**src/rtl/tdm_route_pkg.sv**
```systemverilog
package tdm_route_pkg;

  typedef enum logic [1:0] {
    LOOP_NONE    = 2'b00,
    LOOP_PIN     = 2'b01,
    LOOP_TX_RX   = 2'b10,
    LOOP_CROSS   = 2'b11
  } loop_mode_e;

  typedef enum logic [1:0] {
    O1_TX        = 2'b00,
    O1_DELAY     = 2'b01,
    O1_TX_CMP    = 2'b10,
    O1_FRAME_CMP = 2'b11
  } out1_mode_e;

  typedef struct packed {
    out1_mode_e o1;
    loop_mode_e loop;
  } route_cfg_t;

  localparam int CFG_W  = 4;
  localparam int REG_W  = 8;

endpackage

```
**src/rtl/tdm_route_ctrl.sv**
```systemverilog
module tdm_route_ctrl
  import tdm_route_pkg::*;
(
  input  logic             clk,
  input  logic             rst_n,
  input  logic             bit_en,
  input  logic             frame_start,
  input  logic             chan24,
  input  logic             cfg_we,
  input  logic [REG_W-1:0] cfg_wdata,
  output logic [REG_W-1:0] cfg_rdata,
  output route_cfg_t       eff_cfg,
  output logic             eff_ch24
);

  route_cfg_t pend_q, pend_d;
  route_cfg_t act_q,  act_d;
  logic       ch24_q, ch24_d;
  logic       frame_tick;

  assign frame_tick = bit_en & frame_start;

  always_comb begin
    pend_d = pend_q;
    if (cfg_we) begin
      pend_d = route_cfg_t'(cfg_wdata[CFG_W-1:0]);
    end
  end

  always_comb begin
    act_d  = act_q;
    ch24_d = ch24_q;
    if (frame_tick) begin
      act_d  = pend_q;
      ch24_d = chan24;
    end
  end

  always_ff @(posedge clk or negedge rst_n) begin
    if (!rst_n) begin
      pend_q <= '0;
      act_q  <= '0;
      ch24_q <= 1'b0;
    end else begin
      pend_q <= pend_d;
      act_q  <= act_d;
      ch24_q <= ch24_d;
    end
  end

  assign eff_cfg   = frame_tick ? pend_q : act_q;
  assign eff_ch24  = frame_tick ? chan24 : ch24_q;
  assign cfg_rdata = {{(REG_W-CFG_W){1'b0}}, pend_q};

  AST_SWITCH_AT_FRAME: assert property (@(posedge clk) disable iff (!rst_n)
    !frame_tick |=> $stable(act_q) && $stable(ch24_q));

  AST_HI_IGNORED: assert property (@(posedge clk) disable iff (!rst_n)
    (cfg_we && (cfg_wdata[REG_W-1:CFG_W] != '0)) |=> (cfg_rdata[REG_W-1:CFG_W] == '0));

  AST_WRITE_READBACK: assert property (@(posedge clk) disable iff (!rst_n)
    cfg_we |=> (cfg_rdata[CFG_W-1:0] == $past(cfg_wdata[CFG_W-1:0])));

endmodule

```
**src/rtl/tdm_frame_delay.sv**
```systemverilog
module tdm_frame_delay #(
  parameter int CHANNELS = 32,
  parameter int CH_ALT   = 24,
  parameter int CH_BITS  = 8
) (
  input  logic clk,
  input  logic rst_n,
  input  logic bit_en,
  input  logic ch24,
  input  logic din,
  output logic dly_bit
);

  localparam int LEN     = CHANNELS * CH_BITS;
  localparam int ALT_LEN = CH_ALT * CH_BITS;

  logic [LEN-1:0] line_q, line_d;

  always_comb begin
    line_d = line_q;
    if (bit_en) begin
      line_d = {line_q[LEN-2:0], din};
    end
  end

  always_ff @(posedge clk or negedge rst_n) begin
    if (!rst_n) begin
      line_q <= '0;
    end else begin
      line_q <= line_d;
    end
  end

  generate
    if (ALT_LEN == LEN) begin : g_single_tap
      logic unused_sel;
      assign unused_sel = ch24;
      assign dly_bit    = line_q[LEN-1];
    end else begin : g_dual_tap
      assign dly_bit = ch24 ? line_q[ALT_LEN-1] : line_q[LEN-1];
    end
  endgenerate

  AST_LINE_HOLD: assert property (@(posedge clk) disable iff (!rst_n)
    !bit_en |=> $stable(line_q));

  AST_LINE_ENTRY: assert property (@(posedge clk) disable iff (!rst_n)
    bit_en |=> (line_q[0] == $past(din)));

endmodule

```
**src/rtl/tdm_route_mux.sv**
```systemverilog
module tdm_route_mux
  import tdm_route_pkg::*;
(
  input  logic       clk,
  input  logic       rst_n,
  input  logic       bit_en,
  input  route_cfg_t eff_cfg,
  input  logic       in0,
  input  logic       tx0,
  input  logic       tx1,
  input  logic       dly_bit,
  output logic       out0,
  output logic       out1,
  output logic       rx0
);

  logic out0_q, out0_d;
  logic out1_q, out1_d;
  logic rx0_q,  rx0_d;
  logic out0_sel, rx0_sel, out1_sel;

  always_comb begin
    case (eff_cfg.loop)
      LOOP_NONE:  begin out0_sel = tx0; rx0_sel = in0; end
      LOOP_PIN:   begin out0_sel = in0; rx0_sel = in0; end
      LOOP_TX_RX: begin out0_sel = tx0; rx0_sel = tx0; end
      default:    begin out0_sel = in0; rx0_sel = tx0; end
    endcase
  end

  always_comb begin
    case (eff_cfg.o1)
      O1_TX:     out1_sel = tx1;
      O1_DELAY:  out1_sel = dly_bit;
      O1_TX_CMP: out1_sel = in0 ^ tx1;
      default:   out1_sel = in0 ^ dly_bit;
    endcase
  end

  always_comb begin
    out0_d = out0_q;
    out1_d = out1_q;
    rx0_d  = rx0_q;
    if (bit_en) begin
      out0_d = out0_sel;
      out1_d = out1_sel;
      rx0_d  = rx0_sel;
    end
  end

  always_ff @(posedge clk or negedge rst_n) begin
    if (!rst_n) begin
      out0_q <= 1'b0;
      out1_q <= 1'b0;
      rx0_q  <= 1'b0;
    end else begin
      out0_q <= out0_d;
      out1_q <= out1_d;
      rx0_q  <= rx0_d;
    end
  end

  assign out0 = out0_q;
  assign out1 = out1_q;
  assign rx0  = rx0_q;

  AST_HOLD_IDLE: assert property (@(posedge clk) disable iff (!rst_n)
    !bit_en |=> $stable({out0, out1, rx0}));

  AST_LOOP_PIN: assert property (@(posedge clk) disable iff (!rst_n)
    (bit_en && eff_cfg.loop == LOOP_PIN) |=> (out0 == $past(in0)) && (rx0 == $past(in0)));

  AST_LOOP_TX_RX: assert property (@(posedge clk) disable iff (!rst_n)
    (bit_en && eff_cfg.loop == LOOP_TX_RX) |=> (rx0 == $past(tx0)) && (out0 == $past(tx0)));

  AST_OUT1_PASS: assert property (@(posedge clk) disable iff (!rst_n)
    (bit_en && eff_cfg.o1 == O1_TX) |=> (out1 == $past(tx1)));

  AST_OUT1_TXCMP: assert property (@(posedge clk) disable iff (!rst_n)
    (bit_en && eff_cfg.o1 == O1_TX_CMP) |=> (out1 == ($past(in0) ^ $past(tx1))));

endmodule

```
**src/rtl/tdm_loop_router.sv**
```systemverilog
module tdm_loop_router
  import tdm_route_pkg::*;
#(
  parameter int CHANNELS = 32,
  parameter int CH_ALT   = 24,
  parameter int CH_BITS  = 8
) (
  input  logic       clk,
  input  logic       rst_n,
  input  logic       bit_en,
  input  logic       frame_start,
  input  logic       chan24,
  input  logic       cfg_we,
  input  logic [7:0] cfg_wdata,
  output logic [7:0] cfg_rdata,
  input  logic       in0,
  input  logic       tx0,
  input  logic       tx1,
  output logic       out0,
  output logic       out1,
  output logic       rx0
);

  route_cfg_t eff_cfg;
  logic       eff_ch24;
  logic       dly_bit;

  tdm_route_ctrl u_ctrl (
    .clk         (clk),
    .rst_n       (rst_n),
    .bit_en      (bit_en),
    .frame_start (frame_start),
    .chan24      (chan24),
    .cfg_we      (cfg_we),
    .cfg_wdata   (cfg_wdata),
    .cfg_rdata   (cfg_rdata),
    .eff_cfg     (eff_cfg),
    .eff_ch24    (eff_ch24)
  );

  tdm_frame_delay #(
    .CHANNELS (CHANNELS),
    .CH_ALT   (CH_ALT),
    .CH_BITS  (CH_BITS)
  ) u_delay (
    .clk     (clk),
    .rst_n   (rst_n),
    .bit_en  (bit_en),
    .ch24    (eff_ch24),
    .din     (in0),
    .dly_bit (dly_bit)
  );

  tdm_route_mux u_mux (
    .clk     (clk),
    .rst_n   (rst_n),
    .bit_en  (bit_en),
    .eff_cfg (eff_cfg),
    .in0     (in0),
    .tx0     (tx0),
    .tx1     (tx1),
    .dly_bit (dly_bit),
    .out0    (out0),
    .out1    (out1),
    .rx0     (rx0)
  );

  AST_RESET_QUIET: assert property (@(posedge clk) disable iff (!rst_n)
    (!bit_en && $rose(rst_n)) |-> (!out0 && !out1 && !rx0));

endmodule

```
**config.mk**
```make
export PLATFORM = sky130hd
export DESIGN_NAME = tdm_loop_router
export DESIGN_NICKNAME = d
export VERILOG_FILES = /design/src/rtl/tdm_route_pkg.sv /design/src/rtl/tdm_route_ctrl.sv /design/src/rtl/tdm_frame_delay.sv /design/src/rtl/tdm_route_mux.sv /design/src/rtl/tdm_loop_router.sv
export SDC_FILE = /design/constraint.sdc
export NUM_CORES = 1
export LEC_CHECK = 0
export ABC_AREA = 1
export BUFFER_PORTS_ARGS = -buffer_cell sky130_fd_sc_hd__buf_2
export CAP_MARGIN = 0
export CORE_MARGIN = 2
export CORE_UTILIZATION = 46
export CTS_CLUSTER_DIAMETER = 80
export CTS_CLUSTER_SIZE = 14
export DETAILED_ROUTE_END_ITERATION = 6
export PLACE_DENSITY = 0.64
export SLEW_MARGIN = 40
export SYNTH_ARGS = -nofsm -noshare
export SYNTH_HDL_FRONTEND = slang
export SYNTH_HIERARCHICAL = 1
export SYNTH_SLANG_ARGS = --single-unit
```
**constraint.sdc**
```tcl
create_clock -name clk -period 1.85 [get_ports clk]
set_clock_uncertainty 0.05 [all_clocks]
set_input_delay 0.37 -clock clk [delete_from_list [all_inputs] [get_ports clk]]
set_output_delay 0.37 -clock clk [all_outputs]
set_load 0.02 [all_outputs]
```
==> flow_summary.yaml <==
global_route:
  grt_max_degree: 121
  antenna_found_initial: 0
  grt_pass1_wl_um: 29600
  grtUsageTotal_pct: 14.4
  grt_remaining_overflow: 0
  grt_pass1_vias: 6584
yosys:
  synth_most_common_cell: "nand2_1"
  syn_avg_cell_area_um2: 8.99
  yosysTopAreaCell: "dfrtp_1"
  synth_ff_type: "dfrtp_1"
  synthTopCellsByCount: "nand2_1, dfrtp_1, buf_6"
  yosysWarnings: 6
  yosys.area.top_type_share_pct: 64.7
  syn_inst: 1153
  synth-edff-count: 0
  syn_area_mm2: 0.0104
  ys_seq_area_share_pct: 64.7
  synth-seq-cells: 268
  synthArstFlopShare_pct: 100
  synth_area_leaders: "dfrtp_1, nand2_1, buf_6"
  yosysUniqueCellTypes: 14
floorplan:
  dieArea_mm2: 0.0238
  fp-row-count: 54
  ios: 28
  die_x_um: 154
  core_mm2: 0.0220
  die_h_um: 154
  start_util_pct: 47.2
pwr:
  cellLeakagePower_nw: 6.55
  switchingPower_mw: 2.43
  clockPowerShare_pct: 38.4
  sequentialPowerShare_pct: 56.1
  comb_power_share_pct: 5.5
  internal-power_mw: 8.38
  power-per-cell-area_mw_per_mm2: 959
  power.share.switching_pct: 22.5
  p_total_mw: 10.8
  vdd_drop_max_v: 0.000545
layout:
  drive_gt1_share_pct: 6.26
  antenna_cells: 0
  postLayoutCellArea_mm2: 0.0113
  nets: 1183
  area_growth_pct: 8.60
  filler_cell_count: 1958
sta:
  setup_ws_ns: 0.355
  whs_ns: 0.0245
  rsz0062_at_grt: "no"
  timing.final.crit_period_ns: 1.49
  drv_slew: 0
  finalSetupViolCount: 0
  maxSlewHeadroom_pct: 62.9
  fmax_mhz: 669
  post-route-period-util_pct: 80.8
  hold_viol: 0
  setup-tns-final_ns: 0
  worst_slew_pin_slew_ns: 0.556
clocking:
  cts_buffers: 23
  clk_pin_slew_ns: 0.06
  cts_tree: "done"
  post_cts_buffers: 0
  cts.sinks: 268
  root_buffer: "clkbuf_16"
  clock_path_buffers: 3
  h-tree-depth: 1
  clk_latency_ns: 0.50
critical_path:
  critPathBufInv: 1
  startpoint: "u_ctrl/cfg_rdata[3]$_DFFE_PN0P_"
  critPathMaxFanout: 3
  worstPathCellList: "buf_2"
  cpLargestDelayFamily: "flip-flops"
  worstSetupStartpointType: "flop"
  worstPathRequired_ns: 1.43
  r2r-start: "u_ctrl/ch24_q$_DFF_PN0_"
  crit_type: "reg -> out"
  worst_path_max_delay_cell: "dfrtp_1"
  worstSetupEndpointType: "output pin"
  worstPathArrival_ns: 1.07
  slowest_delay_ns: 0.40
route:
  drtPass1Iterations: 4
  routed_wl_um: 16100
  routedWlPerCell_um: 11.1
  via_count: 6705
  via_per_inst: 4.64
  drc_errors: 0
  drtIter0Drc: 410
  ant_nets: 0
min_path:
  hold_class: "in -> reg"
  min_from: "cfg_wdata[1]"
placed_design:
  place.port_buffers: 19
  placed_area_mm2: 0.0107
  dp_slack_ns: 0.425
  dp_hpwl_um: 9260
  gp_congestion: 0.707
status:
  outcome: "finished, final reports clean"
run:
  maxCapViolCount: 0
==> stage by stage <==
| stage | util, % | std cells |
|---|---|---|
| detailed placement | 48.6 | 1420 |
| global route | 51.3 | 1446 |
| finish | 51.3 | 1446 |
| global placement | 48.6 | 1420 |
| floorplan | - | 1156 |
| CTS | 51.3 | 1446 |
==> area by class of cell <==
| class | instances | area (µm²) | area share [%] |
|---|---|---|---|
| timing repair buffer | 46 | 482 | 4.28 |
| inverter | 10 | 42.5 | 0.378 |
| clock buffer | 23 | 576 | 5.11 |
| tap | 280 | 350 | 3.11 |
| sequential | 268 | 6710 | 59.5 |
| clock inverter | 2 | 16.3 | 0.144 |
| multi-input combinational | 817 | 3090 | 27.4 |
==> cells by family (layout without fill, tap and decap cells) <==
group / Yosys count / after routing / synth area share [%]
AND/OR/NAND/NOR: 807 / 807 / 29.3
buffers and inverters: 71 / 81 / 5.65
flip-flops: 268 / 268 / 64.7
AO/OA/AOI/OAI: 6 / 6 / 0.314
other: 1 / 4 / 0.0362
==> what timing repair did <==
| action | CTS | global route |
|---|---|---|
| hold buffers | 1 | 0 |
| endpoints found under the hold margin | 49 | 0 |
| resized for setup | 0 | 0 |
==> sequential cells by signal, summed over array words and instances (netlist names) <==
signal / flops
u_mux/rx0: 1
u_mux/out1: 1
u_mux/out0: 1
u_ctrl/ch24_q: 1
u_ctrl/cfg_rdata: 4
u_delay/line_q: 256
u_ctrl/act_q: 4
==> routing by layer <==
metal  vias to the layer above  track usage (%)  wire length, µm
met2                        81             24.1             7240
met5                         -                0                0
li1                       3457                -                -
met1                      3141             19.8             8020
met4                         0             3.60              251
met3                        26             2.51              607
==> path summary, 6_finish.rpt <==
kind / end / slack, ns / depth (start not counted)
worst min-delay path: u_ctrl/cfg_rdata[1]$_DFFE_PN0P_ / 0.02 / 3
worst min register to register: u_delay/line_q[31]$_DFFE_PN0P_ / 0.41 / 2
max in group asynchronous: u_delay/line_q[242]$_DFFE_PN0P_ / 0.79 / 3
worst max-delay path: cfg_rdata[3] / 0.36 / 1
worst max register to register: u_mux/out1$_DFFE_PN0P_ / 0.76 / 10
min in group asynchronous: u_delay/line_q[206]$_DFFE_PN0P_ / 0.39 / 2
==> cells in the final DEF (no fill, tap or decap) <==
cell type / Yosys / layout
dlygate4sd3_1: 0 / 1
inv_6: 0 / 1
nand3_1: 7 / 7
inv_1: 9 / 9
buf_4: 10 / 13
clkbuf_16: 0 / 23
o211ai_1: 1 / 1
buf_8: 5 / 1
conb_1: 1 / 4
inv_8: 0 / 1
clkbuf_8: 0 / 1
nand2_2: 2 / 2
dfrtp_1: 268 / 268
buf_2: 21 / 17
buf_12: 1 / 13
nand2_1: 798 / 798
o21ai_0: 5 / 5
clkinv_2: 0 / 1
==> power groups by stage <==
stage / clock [mW] / combinational, mW / sequential (mW)
6_report: 4.15 / 0.593 / 6.06
3_3_place_gp: 0 / 0.601 / 6.17
3_5_place_dp: 0 / 0.608 / 6.17
4_1_cts: 4.35 / 0.611 / 6.06
5_1_grt: 4.57 / 0.681 / 6.07
2_1_floorplan: 0 / 0.373 / 6.18
No activity file was read; power rests on OpenSTA's default activity.
